<file path="config.mk">
export PLATFORM = sky130hd
export DESIGN_NAME = pci_rdlat_target
export DESIGN_NICKNAME = d
export VERILOG_FILES = /design/src/rtl/pci_rdlat_pkg.sv /design/src/rtl/pci_rdlat_decode.sv /design/src/rtl/pci_rdlat_wait_cnt.sv /design/src/rtl/pci_rdlat_fsm.sv /design/src/rtl/pci_rdlat_target.sv
export SDC_FILE = /design/constraint.sdc
export NUM_CORES = 1
export LEC_CHECK = 0
export BUFFER_PORTS_ARGS = -buffer_cell sky130_fd_sc_hd__buf_2
export CAP_MARGIN = 0
export CORE_AREA = 2 2 68 70
export CTS_CLUSTER_DIAMETER = 30
export DETAILED_ROUTE_END_ITERATION = 16
export DIE_AREA = 0 0 70 72
export GPL_TIMING_DRIVEN = 1
export HOLD_SLACK_MARGIN = 0.06
export PLACE_DENSITY = 0.78
export SLEW_MARGIN = 10
export SYNTH_ARGS = -nofsm -noshare
export SYNTH_HDL_FRONTEND = slang
export SYNTH_HIERARCHICAL = 1
export SYNTH_SLANG_ARGS = --single-unit
</file>
<file path="constraint.sdc">
create_clock -name clk -period 2 [get_ports clk]
set_clock_uncertainty 0.1 [all_clocks]
set_input_delay 0.6 -clock clk [delete_from_list [all_inputs] [get_ports clk]]
set_output_delay 0.6 -clock clk [all_outputs]
set_load 0.005 [all_outputs]
</file>
<file path="src/rtl/pci_rdlat_pkg.sv">
package pci_rdlat_pkg;

    localparam logic [3:0] CMD_MEM_READ = 4'b0110;

    typedef enum logic [2:0] {
        ST_IDLE  = 3'd0,
        ST_WAIT  = 3'd1,
        ST_DATA  = 3'd2,
        ST_RETRY = 3'd3,
        ST_TURN  = 3'd4
    } tgt_state_e;

    typedef struct packed {
        logic ctl_oe;
        logic devsel_n;
        logic trdy_n;
        logic stop_n;
        logic ad_oe;
    } bus_drive_t;

    function automatic bus_drive_t drive_for(tgt_state_e s);
        bus_drive_t d;
        d = '{ctl_oe: 1'b0, devsel_n: 1'b1, trdy_n: 1'b1, stop_n: 1'b1, ad_oe: 1'b0};
        case (s)
            ST_WAIT:  begin d.ctl_oe = 1'b1; d.devsel_n = 1'b0; end
            ST_DATA:  begin d.ctl_oe = 1'b1; d.devsel_n = 1'b0; d.trdy_n = 1'b0;
                            d.stop_n = 1'b0; d.ad_oe = 1'b1; end
            ST_RETRY: begin d.ctl_oe = 1'b1; d.devsel_n = 1'b0; d.stop_n = 1'b0; end
            ST_TURN:  begin d.ctl_oe = 1'b1; end
            default:  ;
        endcase
        return d;
    endfunction

    function automatic int last_wait(logic long_sel, int short_waits, int long_waits);
        return long_sel ? (long_waits - 1) : (short_waits - 1);
    endfunction

endpackage

</file>
<file path="src/rtl/pci_rdlat_decode.sv">
module pci_rdlat_decode
    import pci_rdlat_pkg::*;
#(
    parameter int              AD_W      = 32,
    parameter int              DEC_BITS  = 20,
    parameter logic [AD_W-1:0] BASE_ADDR = 32'h4000_0000
) (
    input  logic            clk,
    input  logic            rst,
    input  logic            idle,
    input  logic            frame_n,
    input  logic [3:0]      cbe_n,
    input  logic [AD_W-1:0] ad_in,
    output logic            claim
);
    localparam int LSB = AD_W - DEC_BITS;

    logic frame_q;
    logic addr_phase;
    logic hit;
    logic unused_low;

    always_ff @(posedge clk) begin
        if (rst) frame_q <= 1'b1;
        else     frame_q <= frame_n;
    end

    assign addr_phase = frame_q && !frame_n;
    assign hit        = (ad_in[AD_W-1:LSB] == BASE_ADDR[AD_W-1:LSB]);
    assign claim      = idle && addr_phase && hit && (cbe_n == CMD_MEM_READ);
    assign unused_low = ^ad_in[LSB-1:0];

endmodule

</file>
<file path="src/rtl/pci_rdlat_wait_cnt.sv">
module pci_rdlat_wait_cnt
    import pci_rdlat_pkg::*;
#(
    parameter int SHORT_WAITS = 16,
    parameter int LONG_WAITS  = 32
) (
    input  logic clk,
    input  logic rst,
    input  logic clear,
    input  logic step,
    input  logic long_sel,
    output logic expired
);
    localparam int CW = $clog2(LONG_WAITS + 1);

    logic [CW-1:0] cnt;
    logic [CW-1:0] last_q;

    assign last_q = CW'(last_wait(long_sel, SHORT_WAITS, LONG_WAITS));

    always_ff @(posedge clk) begin
        if (rst || clear) cnt <= '0;
        else if (step)    cnt <= cnt + 1'b1;
    end

    assign expired = (cnt == last_q);

endmodule

</file>
<file path="src/rtl/pci_rdlat_fsm.sv">
module pci_rdlat_fsm
    import pci_rdlat_pkg::*;
#(
    parameter int AD_W = 32
) (
    input  logic            clk,
    input  logic            rst,
    input  logic            claim,
    input  logic            stall_en,
    input  logic            fifo_empty,
    input  logic [AD_W-1:0] fifo_data,
    input  logic            irdy_n,
    input  logic            frame_n,
    input  logic            expired,
    output tgt_state_e      state,
    output logic [AD_W-1:0] word_q
);
    tgt_state_e nxt;

    always_comb begin
        nxt = state;
        case (state)
            ST_IDLE:  if (claim) nxt = stall_en ? ST_WAIT : ST_RETRY;
            ST_WAIT:  begin
                if (!fifo_empty)  nxt = ST_DATA;
                else if (expired) nxt = ST_RETRY;
            end
            ST_DATA:  if (!irdy_n) nxt = ST_TURN;
            ST_RETRY: if (frame_n) nxt = ST_TURN;
            ST_TURN:  nxt = ST_IDLE;
            default:  nxt = ST_IDLE;
        endcase
    end

    always_ff @(posedge clk) begin
        if (rst) begin
            state  <= ST_IDLE;
            word_q <= '0;
        end else begin
            state <= nxt;
            if (state == ST_WAIT && !fifo_empty) word_q <= fifo_data;
        end
    end

endmodule

</file>
<file path="src/rtl/pci_rdlat_target.sv">
module pci_rdlat_target
    import pci_rdlat_pkg::*;
#(
    parameter int          AD_W        = 32,
    parameter int          DEC_BITS    = 20,
    parameter logic [31:0] BASE_ADDR   = 32'h4000_0000,
    parameter int          SHORT_WAITS = 16,
    parameter int          LONG_WAITS  = 32
) (
    input  logic            clk,
    input  logic            rst,
    input  logic            stall_en,
    input  logic            lat_sel,
    input  logic            frame_n,
    input  logic            irdy_n,
    input  logic [3:0]      cbe_n,
    input  logic [AD_W-1:0] ad_in,
    output logic [AD_W-1:0] ad_out,
    output logic            ad_oe,
    output logic            devsel_n_o,
    output logic            trdy_n_o,
    output logic            stop_n_o,
    output logic            ctl_oe,
    output logic            req_o,
    input  logic            fifo_empty,
    output logic            fifo_rd,
    input  logic [AD_W-1:0] fifo_data
);
    tgt_state_e state;
    bus_drive_t drv;
    logic       claim;
    logic       expired;
    logic       in_wait;
    logic       req_q;

    assign in_wait = (state == ST_WAIT);

    pci_rdlat_decode #(
        .AD_W(AD_W), .DEC_BITS(DEC_BITS), .BASE_ADDR(AD_W'(BASE_ADDR))
    ) u_dec (
        .clk(clk), .rst(rst), .idle(state == ST_IDLE), .frame_n(frame_n),
        .cbe_n(cbe_n), .ad_in(ad_in), .claim(claim)
    );

    pci_rdlat_wait_cnt #(
        .SHORT_WAITS(SHORT_WAITS), .LONG_WAITS(LONG_WAITS)
    ) u_cnt (
        .clk(clk), .rst(rst), .clear(!in_wait), .step(in_wait && fifo_empty),
        .long_sel(lat_sel), .expired(expired)
    );

    pci_rdlat_fsm #(.AD_W(AD_W)) u_fsm (
        .clk(clk), .rst(rst), .claim(claim), .stall_en(stall_en),
        .fifo_empty(fifo_empty), .fifo_data(fifo_data), .irdy_n(irdy_n),
        .frame_n(frame_n), .expired(expired), .state(state), .word_q(ad_out)
    );

    always_ff @(posedge clk) begin
        if (rst) req_q <= 1'b0;
        else     req_q <= claim;
    end

    assign drv        = drive_for(state);
    assign ctl_oe     = drv.ctl_oe;
    assign devsel_n_o = drv.devsel_n;
    assign trdy_n_o   = drv.trdy_n;
    assign stop_n_o   = drv.stop_n;
    assign ad_oe      = drv.ad_oe;
    assign req_o      = req_q;
    assign fifo_rd    = in_wait && !fifo_empty;

endmodule

</file>
==> impl_metrics.env <==
export IMPL_outcome="finished, final reports clean"
export IMPL_vias=1754
export IMPL_vdd_drop_max_v=0.000325
export IMPL_r2r_end="u_cnt/cnt[5]"
export IMPL_worst_slew_pin_slew_ns=0.343
export IMPL_yosys_area_share_adder=0.00707
export IMPL_dpl_worst_slack_ns=0.0150
export IMPL_worst_path_max_fanout=9
export IMPL_mostFrequentLayoutCells="buf_2, nand2_1, dfxtp_1, a21oi_1, nor2_1"
export IMPL_io_pins=114
export IMPL_p_sw_mw=0.302
export IMPL_synth_nets=291
export IMPL_intPower_mw=1.27
export IMPL_cp_arrival_ns=1.25
export IMPL_root_buffer="clkbuf_8"
export IMPL_wl_per_cell_um=11.3
export IMPL_die_h_um=72
export IMPL_clockBufferDepth=2
export IMPL_postLayoutCoreUtil=0.572
export IMPL_ys_seq_area_frac=0.487
export IMPL_die_w_um=70
export IMPL_fmax_ghz=0.512
export IMPL_synth_edf_count=0
export IMPL_synth_top_family_by_area="simple AND/OR/NAND/NOR gates"
export IMPL_ys_ff_latch=43
export IMPL_final_layout_size_suffix_gt1_frac=0.392
export IMPL_cts_buffers=5
export IMPL_finalCriticalPeriod_ns=1.95
export IMPL_synthCells=215
export IMPL_r2r_start="u_fsm/state[2]"
export IMPL_cp_start_kind="flip-flop"
export IMPL_maxCapViolCount=0
export IMPL_synthSimpleGateAreaFrac=0.315
export IMPL_antenna_cells=0
export IMPL_htree_levels=2
export IMPL_synth_warnings=6
export IMPL_setup_viol=0
export IMPL_worstPathRequired_ns=1.30
export IMPL_grt_usage=0.171
export IMPL_worst_slack_ns=0.0460
export IMPL_clk_pin_slew_ns=0.08
export IMPL_avgSynthCellArea_um2=8.23
export IMPL_dr_first_iter_drc_count=34
export IMPL_worstSkewPairLatency_ns=0.28
export IMPL_core_mm2=0.00426
export IMPL_dr_pass1_iters=4
export IMPL_p_leak_nw=1.08
export IMPL_setup_worst_path_start="u_fsm/state[2]"
export IMPL_reg2regPathDepth=5
export IMPL_antenna_found_initial=0
export IMPL_cp_end_kind="output pin"
export IMPL_areaGrowthSynthToFinish_pct=37.9
export IMPL_gr_total_overflow=0
export IMPL_seqPwrFrac=0.544
export IMPL_grt_pass1_wl_mm=7.00
export IMPL_hold_class="flip-flop to flip-flop"
export IMPL_synth_compound_area_frac=0.107
export IMPL_hpwl_mm=3.14
export IMPL_cts_tree="built"
export IMPL_postRouteAntennaNets=0
export IMPL_ys_types=34
export IMPL_synth_xor_area_frac=0.0297
export IMPL_routed_wl_mm=4.19
export IMPL_routabilityCongestion=0.784
export IMPL_dieArea_mm2=0.00504
export IMPL_fin_crit_sh=0.977
export IMPL_p_sw_frac=0.192
export IMPL_nets=395
export IMPL_slew_headroom=0.770
export IMPL_start_util=0.415
export IMPL_p_comb_frac=0.054
export IMPL_drv_slew=0
export IMPL_pwr_share_clk=0.402
export IMPL_synthArstFlopShare=0
export IMPL_grt_max_degree=25
export IMPL_mostFrequentLayoutCell="buf_2"
export IMPL_viasPerCell=4.73
export IMPL_crit_path_end="fifo_rd"
export IMPL_synth_area_mux_share=0.0113
export IMPL_ys_flop_type="dfxtp_1"
export IMPL_powerDensity_mw_per_mm2=645
export IMPL_grt_pass1_vias=1634
export IMPL_hold_viol=0
export IMPL_rsz0062_at_grt="no"
export IMPL_port_buffers=101
export IMPL_synth_area_mm2=0.00177
export IMPL_cts_sinks=43
export IMPL_worstSetupPathType="flip-flop to output pin"
export IMPL_fin_setup_tns_ns=0
export IMPL_rows=24
export IMPL_reg2reg_setup_slack_ns=0.29
export IMPL_drc_errors=0
[cells in the mapped netlist (3+ instances only)]
master    count  area [um2]
nor2_1       11        41.3
xor2_1        4        35.0
dfxtp_1      43         861
nand2b_1      3        18.8
a21oi_1      33         165
buf_6         3        33.8
buf_2         4        20.0
nor2b_1       5        31.3
clkbuf_1      5        18.8
nand2_1      68         255
nor4_1        3        18.8
[power groups by stage]
stage	Combinational (mW)	Clock (mW)	Sequential [mW]
2_1_floorplan	0.0191	0	0.877
3_3_place_gp	0.0840	0	0.877
3_5_place_dp	0.0849	0	0.877
4_1_cts	0.0852	0.656	0.856
5_1_grt	0.0940	0.699	0.857
6_report	0.0844	0.633	0.857
[what timing repair did]
| item | in CTS | in global routing |
|---|---|---|
| buffers inserted | 0 | 0 |
| gates resized for setup | 1 | 0 |
| endpoints found under the setup margin | 1 | 0 |
| hold buffers | 0 | 0 |
| hold endpoints to repair | 0 | 0 |
[layout make-up]
type	instances	area [um2]
Sequential cell	43	862
Clock inverter	1	30.0
Clock buffer	6	72.6
Multi-Input combinational cell	159	841
Fill cell	419	1820
Timing Repair Buffer	109	566
Inverter	1	3.75
Tap cell	52	65.1
[stage by stage]
stage	cell area (um2)	total power, mW	hold slack (ns)	instances
3_5_place_dp	2340	0.962	0.344	364
6_report	2440	1.57	0.353	371
5_1_grt	2440	1.65	0.376	371
3_3_place_gp	2340	0.961	0.340	364
4_1_cts	2440	1.60	0.355	371
2_1_floorplan	1770	0.896	0.353	215
[worst max-delay path: stages, from the launching register on]
cell	delay, ns
dfxtp_2	0.38
or3b_4	0.40
nor2_2	0.08
buf_2	0.11
[worst min path at each step]
stage / endpoint / start / slack, ns / cells after the start
after global placement: u_fsm/word_q[2] / u_fsm/word_q[2] / 0.34 / 2
after CTS: u_fsm/word_q[15] / u_fsm/word_q[15] / 0.35 / 2
final: u_fsm/word_q[30] / u_fsm/word_q[30] / 0.35 / 2
after global routing: u_fsm/word_q[20] / u_fsm/word_q[20] / 0.38 / 2
after detailed placement: u_fsm/word_q[15] / u_fsm/word_q[15] / 0.34 / 2
after floorplan: u_fsm/word_q[0] / u_fsm/word_q[0] / 0.35 / 2
[cells by family after synthesis]
kind of cell | count (synthesis)
and+or+nand+nor | 113
DFF | 43
AOI/OAI and AO/OA | 37
buffers and inverters | 13
xor gates and xnor gates | 6
muxes | 2
adders and majority gates | 1
[sequential cells by signal (all words and copies together), names as in the netlist]
register	cells
req_o	1
u_cnt/cnt	6
u_dec/frame_q	1
u_fsm/state	3
u_fsm/word_q	32
[layer usage]
metal | up-vias | global-route usage | wire length [um]
met3 | 2 | 0.0583 | 263
met2 | 54 | 0.306 | 2110
met1 | 783 | 0.196 | 1800
li1 | 915 | - | -
met4 | 0 | 0.0470 | 17
met5 | - | 0 | 0
No activity file was read; power rests on OpenSTA's default activity.
